$ cat src/rtl/uvs_pkg.sv
package uvs_pkg;

    localparam int OP_W    = 8;
    localparam int SLOTS   = 4;
    localparam int GROUP_W = OP_W * SLOTS;

    typedef enum logic [2:0] {
        K_NOP    = 3'd0,
        K_ALU    = 3'd1,
        K_LOAD   = 3'd2,
        K_STORE  = 3'd3,
        K_BRANCH = 3'd4
    } op_kind_e;

    typedef struct packed {
        op_kind_e   kind;
        logic [4:0] arg;
    } uop_t;

    typedef struct packed {
        logic               last;
        logic [GROUP_W-1:0] ops;
    } rom_word_t;

    typedef enum logic [1:0] {
        S_IDLE = 2'd0,
        S_HW   = 2'd1,
        S_ROM  = 2'd2
    } seq_state_e;

    function automatic logic [GROUP_W-1:0] make_group(op_kind_e k, int n, int base);
        logic [GROUP_W-1:0] g;
        uop_t               u;
        g = '0;
        for (int i = 0; i < SLOTS; i++) begin
            if (i < n) begin
                u.kind = k;
                u.arg  = 5'((base + i) % 32);
            end else begin
                u = '0;
            end
            g[i*OP_W +: OP_W] = u;
        end
        return g;
    endfunction

    function automatic rom_word_t rom_lookup(int a);
        rom_word_t w;
        case (a)
            2:       w = '{last: 1'b0, ops: make_group(K_ALU,    4, a * 4)};
            3:       w = '{last: 1'b1, ops: make_group(K_LOAD,   2, a * 4)};
            5:       w = '{last: 1'b1, ops: make_group(K_STORE,  3, a * 4)};
            8:       w = '{last: 1'b0, ops: make_group(K_ALU,    4, a * 4)};
            9:       w = '{last: 1'b0, ops: make_group(K_BRANCH, 1, a * 4)};
            10:      w = '{last: 1'b1, ops: make_group(K_ALU,    3, a * 4)};
            default: w = '{last: 1'b1, ops: '0};
        endcase
        return w;
    endfunction

endpackage

$ cat src/rtl/uvs_rom.sv
module uvs_rom
    import uvs_pkg::*;
#(
    parameter int ADDR_W = 4
) (
    input  logic [ADDR_W-1:0] addr,
    output rom_word_t         word
);
    localparam int DEPTH = 1 << ADDR_W;

    rom_word_t table_q [DEPTH];

    for (genvar g = 0; g < DEPTH; g++) begin : g_entry
        assign table_q[g] = rom_lookup(g);
    end

    assign word = table_q[addr];
endmodule

$ cat src/rtl/uvs_ctrl.sv
module uvs_ctrl
    import uvs_pkg::*;
#(
    parameter int ADDR_W  = 4,
    parameter int IRQ_VEC = 8
) (
    input  logic              clk,
    input  logic              rst,
    input  logic              vec_valid,
    input  logic [ADDR_W-1:0] vec_addr,
    input  logic              irq_req,
    input  logic              out_ready,
    input  logic              rom_last,
    output seq_state_e        state_o,
    output logic [ADDR_W-1:0] addr_o,
    output logic              vec_ready_o,
    output logic              vec_take_o,
    output logic              irq_take_o
);
    seq_state_e        state_q;
    logic [ADDR_W-1:0] addr_q;
    logic              idle;

    assign idle        = (state_q == S_IDLE);
    assign irq_take_o  = idle && irq_req;
    assign vec_ready_o = idle && !irq_req;
    assign vec_take_o  = vec_ready_o && vec_valid;
    assign state_o     = state_q;
    assign addr_o      = addr_q;

    always_ff @(posedge clk) begin
        if (rst) begin
            state_q <= S_IDLE;
            addr_q  <= '0;
        end else begin
            case (state_q)
                S_IDLE: begin
                    if (irq_take_o) begin
                        state_q <= S_ROM;
                        addr_q  <= ADDR_W'(IRQ_VEC);
                    end else if (vec_take_o) begin
                        state_q <= S_HW;
                        addr_q  <= vec_addr;
                    end
                end
                S_HW: begin
                    if (out_ready) state_q <= S_ROM;
                end
                S_ROM: begin
                    if (out_ready) begin
                        if (rom_last) state_q <= S_IDLE;
                        else          addr_q  <= addr_q + 1'b1;
                    end
                end
                default: state_q <= S_IDLE;
            endcase
        end
    end

    assert_irq_start_R7: assert property (@(posedge clk) disable iff (rst)
        irq_take_o |=> (state_q == S_ROM && addr_q == ADDR_W'(IRQ_VEC)));

    assert_step_R4: assert property (@(posedge clk) disable iff (rst)
        (state_q == S_ROM && out_ready && !rom_last) |=> (addr_q == $past(addr_q) + 1'b1));
endmodule

$ cat src/rtl/ucode_vector_seq.sv
module ucode_vector_seq
    import uvs_pkg::*;
#(
    parameter int ADDR_W  = 4,
    parameter int IRQ_VEC = 8
) (
    input  logic                clk,
    input  logic                rst,
    input  logic                vec_valid,
    output logic                vec_ready,
    input  logic [GROUP_W-1:0]  vec_group,
    input  logic [ADDR_W-1:0]   vec_addr,
    input  logic                irq_req,
    output logic                irq_ack,
    output logic                out_valid,
    input  logic                out_ready,
    output logic [GROUP_W-1:0]  out_group,
    output logic                out_last,
    output logic                busy
);
    seq_state_e         state;
    logic [ADDR_W-1:0]  addr;
    logic               vec_take;
    rom_word_t          rom_word;
    logic [GROUP_W-1:0] first_q;

    uvs_ctrl #(.ADDR_W(ADDR_W), .IRQ_VEC(IRQ_VEC)) u_ctrl (
        .clk         (clk),
        .rst         (rst),
        .vec_valid   (vec_valid),
        .vec_addr    (vec_addr),
        .irq_req     (irq_req),
        .out_ready   (out_ready),
        .rom_last    (rom_word.last),
        .state_o     (state),
        .addr_o      (addr),
        .vec_ready_o (vec_ready),
        .vec_take_o  (vec_take),
        .irq_take_o  (irq_ack)
    );

    uvs_rom #(.ADDR_W(ADDR_W)) u_rom (
        .addr (addr),
        .word (rom_word)
    );

    always_ff @(posedge clk) begin
        if (rst)           first_q <= '0;
        else if (vec_take) first_q <= vec_group;
    end

    assign busy      = (state != S_IDLE);
    assign out_valid = busy;
    assign out_group = (state == S_HW) ? first_q : rom_word.ops;
    assign out_last  = (state == S_ROM) && rom_word.last;

    assert_reset_R1: assert property (@(posedge clk) rst |=> (!busy && !out_valid));

    assert_accept_R2: assert property (@(posedge clk) disable iff (rst)
        (vec_valid && vec_ready) |=> (out_valid && out_group == $past(vec_group)));

    assert_end_idle_R4: assert property (@(posedge clk) disable iff (rst)
        (out_valid && out_ready && out_last) |=> !busy);

    assert_stall_hold_R5: assert property (@(posedge clk) disable iff (rst)
        (out_valid && !out_ready) |=> (out_valid && $stable(out_group)));

    assert_busy_block_R6: assert property (@(posedge clk) disable iff (rst)
        busy |-> (!vec_ready && !irq_ack));

    assert_irq_wins_R8: assert property (@(posedge clk) disable iff (rst)
        (irq_req && vec_valid && !busy) |=> (out_valid && $past(irq_ack)));
endmodule

$ cat config.mk
export PLATFORM = sky130hd
export DESIGN_NAME = ucode_vector_seq
export DESIGN_NICKNAME = d
export VERILOG_FILES = /design/src/rtl/uvs_pkg.sv /design/src/rtl/uvs_rom.sv /design/src/rtl/uvs_ctrl.sv /design/src/rtl/ucode_vector_seq.sv
export SDC_FILE = /design/constraint.sdc
export NUM_CORES = 1
export LEC_CHECK = 0
export BUFFER_PORTS_ARGS = -buffer_cell sky130_fd_sc_hd__buf_2
export CORE_ASPECT_RATIO = 0.6
export CORE_MARGIN = 2
export CORE_UTILIZATION = 38
export CTS_BUF_LIST = sky130_fd_sc_hd__clkbuf_4
export DETAILED_ROUTE_END_ITERATION = 10
export PLACE_DENSITY = 0.63
export SETUP_SLACK_MARGIN = 0.3
export SYNTH_ARGS = -nofsm -noshare
export SYNTH_HDL_FRONTEND = slang
export SYNTH_SLANG_ARGS = --single-unit
$ cat constraint.sdc
create_clock -name clk -period 2.3 [get_ports clk]
set_input_delay 0.46 -clock clk [delete_from_list [all_inputs] [get_ports clk]]
set_output_delay 0.46 -clock clk [all_outputs]
set_load 0.05 [all_outputs]
# After elaboration in Yosys (flattened, before gate mapping)
# Memories as Yosys holds them, arrays and structs flattened.
# Index checks and enable logic that the tools add are counted.
[op_classes]
add_sub_neg = 1
magnitude_cmp = 1
n_eq_ne = 7
n_mux = 14
bitwise = 1
n_reduce_logical = 10
[op_table]
columns = ["cell", "count"]
rows = [
  ["2-to-1 mux 33 bit", 2],
  ["2-to-1 mux 32 bit", 1],
  ["2-to-1 mux 4 bit", 4],
  ["2-to-1 mux 2 bit", 5],
  ["inequality test 2 bit, second input constant", 4],
  ["case mux 4 bit (2 select lines)", 1],
  ["AND reduction 4 bit", 2],
  ["case mux 2 bit (3 select lines)", 1],
  [">= comparator 5 bit, second input constant", 1],
  ["NOT 4 -> 5 bit", 1],
  ["adder 4 x 1 -> 4 bit, second input constant", 1],
  ["logical AND 1 bit", 4],
  ["nonzero test 2 bit", 2],
  ["inequality test 3 x 2 -> 1 bit, second input constant", 1],
  ["== test 2 x 1 -> 1 bit, second input constant", 1],
  ["== test 2 bit, second input constant", 1],
  ["zero test 2 bit", 1],
  ["zero test 1 bit", 1],
]
[word_totals]
ff_bits = 38
romBits = 528
input_bits = 41
output_inout_bits = 37
n_memories = 1
[memory_table]
columns = ["name", "depth", "width", "rd", "rd_ports_with_merged_regs", "wr", "line_no", "source"]
rows = [
  ["(no name shown)", 16, 33, 1, 0, 0, "uvs_rom.sv:17", "assign word = table_q[addr];"],
]

# Longest topological paths before layout
# Gate-level depths: netlist of the first run.
[logic_depth]
depth_word = 7
mapped_depth = 6
depth_no_buf = 6

# Modules after synthesis
# From an unflattened synthesis of the first run, not the netlist that was laid out.
[hier_totals]
cells_unflattened = 239
area_unflattened_um2 = 2418.6
[modules_own_cells]
columns = ["mod", "n_inst", "cells_per_inst", "area_per_inst_um2", "seq_area_each_um2"]
rows = [
  ["ucode_vector_seq", 1, 144, 1699.1, 640.6],
  ["uvs_ctrl", 1, 50, 416.6, 120.1],
  ["uvs_rom", 1, 45, 302.8, 0.0],
]

# Worst setup path before layout of the first run
# OpenSTA, ideal clock, no wires.
[synth_timing]
path_kind = "register -> output"
startpoint = "register u_ctrl.state_q[1], in the netlist u_ctrl.state_o[1]"
endpoint = "output port out_group[27]"
arrival_time_ns = 2.070
setup_slack_ns = -0.230
stages_incl_launch_ff = 4
path_buffers = 1
path_cell_list = "dfxtp_1 -> and2b_1 -> buf_2 -> o31ai_1"
[synth_between]
elab_chain_cells = 2
[synth_rtl]
columns = ["item", "line_no", "source"]
rows = [
  ["start: declaration", "uvs_ctrl.sv:20", "seq_state_e state_q;"],
  ["start signal: assignment", "uvs_ctrl.sv:33", "state_q <= S_IDLE;"],
  ["start signal: assignment", "uvs_ctrl.sv:39", "state_q <= S_ROM;"],
  ["start signal: assignment", "uvs_ctrl.sv:42", "state_q <= S_HW;"],
  ["== test 2 x 1 -> 1 bit", "ucode_vector_seq.sv:54", "assign out_group = (state == S_HW) ? first_q : rom_word.ops;"],
  ["2-to-1 mux 32 bit", "ucode_vector_seq.sv:54", ""],
  ["end: declaration", "ucode_vector_seq.sv:17", "output logic [GROUP_W-1:0] out_group,"],
]
# Every way passes these cells.

# Worst setup path after layout of the first run
[layout_timing]
startpoint = "register u_ctrl.addr_q[0], in the netlist u_ctrl.addr_o[0]"
endpoint = "output port out_group[11]"
[layout_between]
elab_chain_cells = 5
[layout_rtl]
columns = ["item", "line_no", "source"]
rows = [
  ["start: declaration", "uvs_ctrl.sv:21", "logic [ADDR_W-1:0] addr_q;"],
  ["start signal: assignment", "uvs_ctrl.sv:40", "addr_q <= ADDR_W'(IRQ_VEC);"],
  ["start signal: assignment", "uvs_ctrl.sv:43", "addr_q <= vec_addr;"],
  ["start signal: assignment", "uvs_ctrl.sv:52", "else addr_q <= addr_q + 1'b1;"],
  ["NOT 4 -> 5 bit (not written as such)", "uvs_rom.sv:17", ""],
  ["memory (16 x 33 bit)", "n/a", ""],
  ["2-to-1 mux 33 bit (not written as such) (2 in a row)", "uvs_rom.sv:17", ""],
  ["2-to-1 mux 32 bit", "ucode_vector_seq.sv:54", ""],
]
# Every way passes these cells. The select of a mux whose other input is x is not followed.

==> metrics.md, run 1 <==
| Metric | Value |
|---|---|
| Vias | approximately 1900 |
| Fmax | between 400 and 500 MHz |
| Hold_ws | about 350 ps |
| Least-Margin Pin Slew | between 500 and 600 ps |
| Crit Path Max Fanout | 6 |
| GPL Wtd Cong | a little under 0.8 |
| Synth Area in Compound Gates | between 20% and 30% |
| Die height | between 50 and 60 microns |
| Post-synth EDFFs | 0 |
| RSZ-0062 raised after global routing | yes |
| Leakage | about 1.3 nW |
| Antenna viol nets, final | 0 |
| Yosys top cell area share | ~39% |
| Pre-CTS WS | ~270 ps |
| Power Dens Cells | just under 700 nW/um^2 |
| Max cap viols | 0 |
| Clock sink count | 38 |
| Layout cells sized above 1 | just under 40% |
| Crit path DAT | approximately 1700 ps |
| Most common cell in the netlist | nand2_1 |
| Syn nets | around 290 |
| Cell area after synthesis | roughly 1900 sq um |
| CP Data Required Time | 1840 ps |
| Warnings from Yosys | 0 |
| Vias in the first global route | 1768 |
| Startpoint types | flip-flop |
| Top area cells in the synthesized netlist | dfxtp_1 (39%), nand2_1 (14%), a21oi_1 (9.3%) |
| Synth area leader | dfxtp_1 |
| Synth Area in XOR/XNOR | 0.907% |
| Netlist cell types | 38 |
| Initial antenna violation count | 0 |
| Setup Skew | 4.22 ps |
| Nets | between 300 and 400 |
| Clock Latency Late Sink | 330 ps |
| DIE AREA | ~5700 sq um |
| Clock Path Buffers | 2 |
| Die Wd | 96.0 microns |
| Setup_tns | 0 ps |
| Placed cell areas | 2400 sq um |
| Async set-reset flop share out of synthesis | 0% |
| Synth cell count leaders | nand2_1 (70), dfxtp_1 (38), a21oi_1 (36), a21o_1 (18), and2_1 (12) |
| Detailed-router iteration count before antenna repair | 4 |
| Final design area excluding fillers | approximately 2800 sq um |
| Tmin final | around 2200 ps |
| Multiplexer area fraction after synthesis | 1.62% |
| CTS Hold Bufs | 0 |
| Total Wirelength | ~5.3 mm |
| R2r setup slk | around 350 ps |
| Worst min path class | primary input to flip-flop |
| Seq cells post-synth | 38 |
| Crit. End Element | output port |
| CTS tree | yes |
| Synth Area in Adders | between 2 and 3% |
| Antenna diodes | 0 |
| FP Rows | 20 |
| Cts bufs inserted | 5 |
| Detailed-route DRC error count | 0 |
| Starting Density | 38.8% |
| CTS H-tree depth | 2 |
| Via-to-Cell Ratio | between 4 and 5 |
| Slew HR | between 60% and 70% |
| Simple-gate area share of the yosys netlist | ~23% |
| Synth Flop Type | dfxtp_1 |
| Register area share after synthesis | slightly below 40% |
| Setup ws final | between 100 and 150 ps |
| Congestion Overflow GR | 0 |
| Fraction of the cycle the final worst path needs | 94.2% |
| IO buf count | 77 |
| Status | finished clean |
| Core area | approximately 5000 sq um |
| Worst-path clk slew | roughly 110 ps |
| Syn Inst Count | 247 |
| Total Routing Usage GR | ~19% |
| WL per Instance | between 10 and 15 microns |
| Kind of critical path | flip-flop to output port |
| Fill cells | 464 |
| Post-DP HPWL | approximately 3.6 mm |
| Avg Cell Area, Syn | approximately 7.8 sq um |
| Synthesis-to-layout area growth | 46.8% |
| Max Slew Vio Count | 0 |
| Main combinational cell family by area after synthesis | compound AO/OA/AOI/OAI gates |
| Root buf cell | clkbuf_4 |
| Final setup viols | 0 |
| First-pass GRT wire length | between 8 and 9 mm |
| Largest net degree at the start of global routing | 36 |
| Peak supply drop | about 0.00045 V |
| Io pins | 78 |
| DR iter-0 viols | 75 |
| Hold Fails Final Rpt | 0 |
-- worst paths after layout --
kind                                        from               end  cells past startpoint
worst min-delay path               vec_group[18]       first_q[18]                      3
worst max register to register  u_ctrl.addr_o[0]  u_ctrl.addr_o[0]                      8
worst min register to register       first_q[30]       first_q[30]                      2
worst max-delay path            u_ctrl.addr_o[0]     out_group[11]                      7
-- metrics by stage --
stage / power [mW] / util [%] / instances
floorplan: 1.26 / - / 247
global placement: 1.42 / 48.3 / 382
detailed placement: 1.43 / 48.3 / 382
CTS: 1.89 / 54.0 / 395
global route: 2.03 / 56.9 / 400
finish: 1.92 / 56.9 / 400
-- layer usage --
layer	global-route usage [%]	vias to the layer above	share of wire, %
met4	3.67	0	0
met5	0	-	0
li1	-	1004	-
met2	28.5	53	43
met3	7.51	0	8.1
met1	27.1	874	49
-- final cells by class --
| class | count | area (sq um) | share of cell area, % |
|---|---|---|---|
| clock inverters | 2 | 8.76 | 0.309 |
| flip-flops and latches | 38 | 769 | 27.2 |
| well taps | 66 | 82.6 | 2.91 |
| inverters | 8 | 35.0 | 1.24 |
| clock buffers | 6 | 45.0 | 1.59 |
| repair buffers | 97 | 737 | 26.0 |
| multi-input cells | 183 | 1160 | 40.8 |
-- power by group --
group | internal, mW | switching (mW)
combinational | 0.329 | 0.510
sequential | 0.701 | 0.0420
clock | 0.127 | 0.211
total | 1.16 | 0.764
-- kinds of logic (layout without fill, tap and decap cells) --
family,count (synthesis),count (layout)
multiplexers,3,3
AO/OA/AOI/OAI,76,76
XOR/XNOR,2,2
flip-flops,38,38
adder cells (fa/ha/maj),4,4
AND/OR/NAND/NOR,98,98
buffers and inverters,26,113
-- cells in the final DEF, fill, tap and decap left out, types with 6 or more instances in the layout --
master / count
dfxtp_1: 35
buf_2: 45
a21oi_1: 34
inv_1: 6
buf_6: 27
clkbuf_4: 6
buf_4: 23
a21o_1: 18
and2_1: 12
nand2_1: 69
-- sequential cells by signal (all words and copies together), names as in the netlist --
name            cells
u_ctrl.addr_o       4
first_q            32
u_ctrl.state_o      2
-- critical path, cell delays in order (launching register included) --
cell     delay, ps
dfxtp_4        430
inv_4           60
ha_4           180
mux2i_2        170
nor3_2          70
buf_4          150
a21o_1         170
buf_6          150
-- timing repair --
item / 4_1_cts / 5_1_grt
endpoints found under the setup margin: 33 / 33
pin swaps: 3 / 5
resized for setup: 63 / 39
buffers inserted: 5 / 4
gates cloned: 0 / 1
No activity file was read; power rests on OpenSTA's default activity.
==> run 2, diff against run 1 <==
--- a/config.mk
+++ b/config.mk
@@ -6,12 +6,14 @@
 export NUM_CORES = 1
 export LEC_CHECK = 0
 export BUFFER_PORTS_ARGS = -buffer_cell sky130_fd_sc_hd__buf_2
+export CELL_PAD_IN_SITES_DETAIL_PLACEMENT = 1
+export CELL_PAD_IN_SITES_GLOBAL_PLACEMENT = 2
 export CORE_ASPECT_RATIO = 0.6
 export CORE_MARGIN = 2
-export CORE_UTILIZATION = 38
+export CORE_UTILIZATION = 27
 export CTS_BUF_LIST = sky130_fd_sc_hd__clkbuf_4
 export DETAILED_ROUTE_END_ITERATION = 10
-export PLACE_DENSITY = 0.63
+export PLACE_DENSITY = 0.8
 export SETUP_SLACK_MARGIN = 0.3
 export SYNTH_ARGS = -nofsm -noshare
 export SYNTH_HDL_FRONTEND = slang
==> metrics.md, run 2 (synthesis results as in run 1) <==
| Metric | Value |
|---|---|
| Status | finished, violations left (was finished clean) |
| Violated checks | DRC |
| CTS tree | yes (unchanged) |
| Starting Density | 28.4% (was 38.8%) |
| Commonest non-fill, non-tap cell in the layout | nand2_1 (unchanged) |
| WL per Instance | 14.9 microns (was 13.2 microns) |
| Io pins | 78 (unchanged) |
| Setup_tns | 0 ps (unchanged) |
| DR iter-0 viols | 96 (was 75) |
| Crit. End Element | output port (unchanged) |
| Startpoint types | flip-flop (unchanged) |
| Peak supply drop | 0.000233 V (was 0.000453 V) |
| Max Slew Vio Count | 0 (unchanged) |
| CTS Hold Bufs | 0 (unchanged) |
| Leakage | 1.35 nW (was 1.34 nW) |
| Power Dens Cells | 670 nW/um^2 (was 678 nW/um^2) |
| Clock Path Buffers | 2 (unchanged) |
| Antenna diodes | 0 (unchanged) |
| Number of instances in the placed design | 402 (was 382) |
| Max cap viols | 0 (unchanged) |
| Cts bufs inserted | 5 (unchanged) |
| First-pass GRT wire length | 10.1 mm (was 8.47 mm) |
| DIE AREA | 7860 sq um (was 5690 sq um) |
| Final std cells w/o fill | 420 (was 400) |
| Via-to-Cell Ratio | 4.68 (was 4.83) |
| Hold Fails Final Rpt | 0 (unchanged) |
| IO buf count | 77 (unchanged) |
| Synthesis-to-layout area growth | 50.2% (was 46.8%) |
| Fraction of the cycle the final worst path needs | 96.3% (was 94.2%) |
| Initial antenna violation count | 1 (was 0) |
| CP Data Required Time | 1840 ps (about the same) |
| GPL Wtd Cong | 0.740 (was 0.770) |
| Vias | 1964 (was 1931) |
| Reg with most FFs | first_q (unchanged) |
| Nets | 378 (unchanged) |
| Detailed-router iteration count before antenna repair | 7 (was 4) |
| Congestion Overflow GR | 0 (unchanged) |
| Setup Skew | 12.6 ps (was 4.22 ps) |
| Antenna viol nets, final | 0 (unchanged) |
| Fill cells | 848 (was 464) |
| Worst min path class | primary input to flip-flop (unchanged) |
| Total Routing Usage GR | 15.8% (was 19.3%) |
| Core area | 6790 sq um (was 4980 sq um) |
| FP Rows | 23 (was 20) |
| Least-Margin Pin Slew | 441 ps (was 513 ps) |
| Crit path DAT | 1750 ps (was 1710 ps) |
| Largest net degree at the start of global routing | 34 (was 36) |
| Worst-path clk slew | 130 ps (was 110 ps) |
| Slew HR | 70.6% (was 65.8%) |
| Die height | 69.5 microns (was 59.2 microns) |
| Total Wirelength | 6.25 mm (was 5.28 mm) |
| Root buf cell | clkbuf_4 (unchanged) |
| Clock sink count | 38 (unchanged) |
| Clock Latency Late Sink | 350 ps (was 330 ps) |
| Area of the multi-input gates | 1200 sq um (was 1160 sq um) |
| Most frequent cells in the layout | nand2_1 (70), buf_2 (44), a21oi_1 (34) (was nand2_1 (69), buf_2 (45), dfxtp_1 (35)) |
| Register area | 772 sq um (was 769 sq um) |
| Vias in the first global route | 2018 (was 1768) |
| Tmin final | 2210 ps (was 2170 ps) |
| Die Wd | 113 microns (was 96.0 microns) |
| Post-DP HPWL | 4.25 mm (was 3.57 mm) |
| Fmax | 452 MHz (was 461 MHz) |
| CTS H-tree depth | 2 (unchanged) |
| Largest register FFs | 32 (unchanged) |
| Final setup viols | 0 (unchanged) |
| RSZ-0062 raised after global routing | yes (unchanged) |
| Detailed-route DRC error count | 3 (was 0) |
| Crit Path Max Fanout | 5 (was 6) |
| Kind of critical path | flip-flop to output port (unchanged) |
| Layout cells sized above 1 | 41.7% (was 38.9%) |
| Layout Utilization | 42.7% (was 56.9%) |
[run 2: cell count changes in the layout (fill, tap and decap cells not counted), sizes merged]
cell	delta
buf	-2
and2b	+1
[run 2: cell type report]
cell class / count / share of cell area [%]
inverters: 8 / 1.21
repair buffers: 96 / 25.5
well taps: 87 / 3.75
multi-input cells: 184 / 41.3
clock buffers: 5 / 1.29
clock inverters: 2 / 0.345
flip-flops and latches: 38 / 26.6
[run 2: power breakdown]
part | leakage, nW | total (mW) | internal, mW | switching [mW]
logic | 1.00 | 0.851 | 0.330 | 0.520
registers | 0.312 | 0.745 | 0.702 | 0.0434
clock network | 0.0308 | 0.347 | 0.110 | 0.237
total | 1.35 | 1.94 | 1.14 | 0.801
[run 2: final timing paths]
path / end / cells after the start / slack [ps] / from
max: out_group[8] / 6 / 90 / u_ctrl.addr_o[1]
min: first_q[28] / 3 / 320 / vec_group[28]
max reg2reg: u_ctrl.addr_o[0] / 8 / 530 / u_ctrl.addr_o[1]
min reg2reg: first_q[31] / 2 / 460 / first_q[31]
[run 2: worst max-delay path, stage by stage, from the launching register on]
cell and delay (ps):
dfxtp_4 390, buf_4 140, ha_4 170, mux2i_2 160
nor3_2 90, a211o_1 290, buf_6 160
[run 2: what timing repair did]
item | in CTS | in global routing
pin swaps | 3 | 8
cloned | 1 | 0
gates resized for setup | 69 | 42
setup buffers | 8 | 2
endpoints found under the setup margin | 33 | 34
[run 2: per-stage QoR]
stage	hold slack (ps)	power (mW)	setup slack (ps)	cell area, sq um
final	325	1.94	85.6	2900
after global routing	311	2.05	-56.0	2900
after CTS	326	1.92	102	2760
after detailed placement	445	1.43	229	2440
after global placement	437	1.43	270	2440
after floorplan	432	1.26	317	1950
[run 2: metal layers]
layer	track usage [%]	wire length, microns
met1	21.8	2980
met4	3.25	52
met3	6.64	540
met5	0	0
met2	23.1	2680
==> run 3, diff against run 2 <==
--- a/config.mk
+++ b/config.mk
@@ -10,10 +10,10 @@
 export CELL_PAD_IN_SITES_GLOBAL_PLACEMENT = 2
 export CORE_ASPECT_RATIO = 0.6
 export CORE_MARGIN = 2
-export CORE_UTILIZATION = 27
+export CORE_UTILIZATION = 24
 export CTS_BUF_LIST = sky130_fd_sc_hd__clkbuf_4
 export DETAILED_ROUTE_END_ITERATION = 10
-export PLACE_DENSITY = 0.8
+export PLACE_DENSITY_LB_ADDON = 0.1
 export SETUP_SLACK_MARGIN = 0.3
 export SYNTH_ARGS = -nofsm -noshare
 export SYNTH_HDL_FRONTEND = slang
==> constraint.sdc (replaced) <==
create_clock -name clk -period 1.8 [get_ports clk]
set_input_delay 0.36 -clock clk [delete_from_list [all_inputs] [get_ports clk]]
set_output_delay 0.36 -clock clk [all_outputs]
set_load 0.05 [all_outputs]
==> metrics.md, run 3 (synthesis results as in run 1) <==
| Metric | Value |
|---|---|
| WL per Instance | 16.6 microns (was 14.9 microns) |
| RSZ-0062 raised after global routing | yes (unchanged) |
| Root buf cell | clkbuf_4 (unchanged) |
| Post-DP HPWL | 4.89 mm (was 4.25 mm) |
| Peak supply drop | 0.000417 V (was 0.000233 V) |
| GPL Wtd Cong | 0.747 (was 0.740) |
| Slew HR | 62.9% (was 70.6%) |
| DIE AREA | 8800 sq um (was 7860 sq um) |
| Violated checks | setup timing (was DRC) |
| Worst Hold Depth | 3 (unchanged) |
| Antenna diodes | 0 (unchanged) |
| Worst Reg2Reg Path Length in Cells | 8 (unchanged) |
| Startpoint types | flip-flop (unchanged) |
| Largest net degree at the start of global routing | 34 (unchanged) |
| Vias | 2216 (was 1964) |
| Detailed-router iteration count before antenna repair | 4 (was 7) |
| Max Slew Vio Count | 0 (unchanged) |
| Io pins | 78 (unchanged) |
| Most frequent cells in the layout | buf_2 (40), buf_8 (35), nand2_1 (34) (was nand2_1 (70), buf_2 (44), a21oi_1 (34)) |
| Clock sink count | 38 (unchanged) |
| Antenna viol nets, final | 0 (unchanged) |
| Leakage | 1.88 nW (was 1.35 nW) |
| Total Routing Usage GR | 16.6% (was 15.8%) |
| Setup ws final | -309 ps (was 85.6 ps) |
| Tmin final | 2110 ps |
| Kind of critical path | flip-flop to output port (unchanged) |
| CP Data Required Time | 1440 ps (was 1840 ps) |
| Die height | 73.5 microns (was 69.5 microns) |
| Layout Utilization | 53.3% (was 42.7%) |
| Nets | 412 (was 378) |
| CTS tree | yes (unchanged) |
| Clock Path Buffers | 2 (unchanged) |
| Vias in the first global route | 2196 (was 2018) |
| Fill cells | 843 (was 848) |
| Crit. End Element | output port (unchanged) |
| Worst min path class | primary input to flip-flop (unchanged) |
| Crit path DAT | 1750 ps (about the same) |
| Pre-CTS WS | -80.5 ps (was 229 ps) |
| CTS Hold Bufs | 0 (unchanged) |
| FP Rows | 25 (was 23) |
| Crit Path Max Fanout | 4 (was 5) |
| Total Wirelength | 7.91 mm (was 6.25 mm) |
| Setup Skew | 2.93 ps (was 12.6 ps) |
| Fraction of the cycle the final worst path needs | 117% |
| Area of the multi-input gates | 1810 sq um (was 1200 sq um) |
| Least-Margin Pin Slew | 557 ps (was 441 ps) |
| Power Dens Cells | 726 nW/um^2 (was 670 nW/um^2) |
| Critical path cell sequence | buf_6, ha_4, mux2i_4, o21ai_1, mux2_4, buf_8 (was buf_4, ha_4, mux2i_2, nor3_2, a211o_1, buf_6) |
| Starting Density | 24.6% (was 28.4%) |
| Reg with most FFs | first_q (unchanged) |
| Hold Fails Final Rpt | 0 (unchanged) |
| Final setup viols | 33 (was 0) |
| Layout cells sized above 1 | 75.0% (was 41.7%) |
| Worst-path clk slew | 120 ps (was 130 ps) |
| Fmax | between 400 and 500 MHz |
| Crit-path max cell delay | 390 ps (about the same) |
| Placed cell areas | 2890 sq um (was 2440 sq um) |
| Via-to-Cell Ratio | 4.66 (was 4.68) |
| Max cap viols | 0 (unchanged) |
| Detailed-route DRC error count | 0 (was 3) |
| Commonest non-fill, non-tap cell in the layout | buf_2 (was nand2_1) |
| Clock Latency Late Sink | 350 ps (about the same) |
| Initial antenna violation count | 0 (was 1) |
| IO buf count | 77 (unchanged) |
| Die Wd | 120 microns (was 113 microns) |
| Synthesis-to-layout area growth | 117% (was 50.2%) |
| Largest register FFs | 32 (unchanged) |
| Slowest cell on the critical path | dfxtp_4 (unchanged) |
| Status | finished, violations left (unchanged) |
| Register area | 781 sq um (was 772 sq um) |
| Core area | 7850 sq um (was 6790 sq um) |
| Congestion Overflow GR | 0 (unchanged) |
| Cts bufs inserted | 5 (unchanged) |
| Final design area excluding fillers | 4180 sq um (was 2900 sq um) |
| First-pass GRT wire length | 11.2 mm (was 10.1 mm) |
| CTS H-tree depth | 2 (unchanged) |
| Overall Power | 3.04 mW (was 1.94 mW) |
| DR iter-0 viols | 54 (was 96) |
## run 3: metal layers
metal,global-route usage (%),vias to the layer above,routed length (microns)
li1,-,1080,-
met1,22.5,1083,3900
met2,26.3,47,3610
met3,4.81,6,317
met4,3.53,0,77
met5,0,-,0
## run 3: worst max-delay path: cells and delay by family (launching register included)
kind	cells	cell delay (ps)
AOI/OAI and AO/OA	1	80
adders and majority gates	1	160
buffers and inverters	2	280
muxes	2	490
DFF	1	390
## run 3: final timing paths
path	slack (ps)	startpoint	endpoint
worst max-delay path	-310	u_ctrl.addr_o[1]	out_group[2]
worst min-delay path	220	vec_group[16]	first_q[16]
worst max register to register	20	u_ctrl.addr_o[0]	u_ctrl.addr_o[1]
worst min register to register	460	first_q[16]	first_q[16]
## run 3: through the flow
stage,hold slack [ps],setup TNS (ps),std cells
2_1_floorplan,432,0,247
3_3_place_gp,441,-229,442
4_1_cts,203,-8450,464
3_5_place_dp,444,-488,442
5_1_grt,198,-10370,476
6_report,224,-7770,476
## run 3: area by class of cell
type | count | area share [%]
clock buffer | 6 | 1.08
clock inverter | 2 | 0.209
inverter | 8 | 0.838
multi-input combinational | 183 | 43.3
sequential | 38 | 18.7
tap | 108 | 3.23
timing repair buffer | 131 | 32.6
## run 3: what timing repair did
item                                    4_1_cts  5_1_grt
buffers inserted                             12       10
pin swaps                                    18       16
endpoints found under the setup margin       42       74
gates resized for setup                     136      130
cloned                                        2        2
## run 3: where the power goes
group	switching, mW	internal, mW
sequential	0.0555	0.897
clock	0.300	0.162
combinational	0.864	0.760
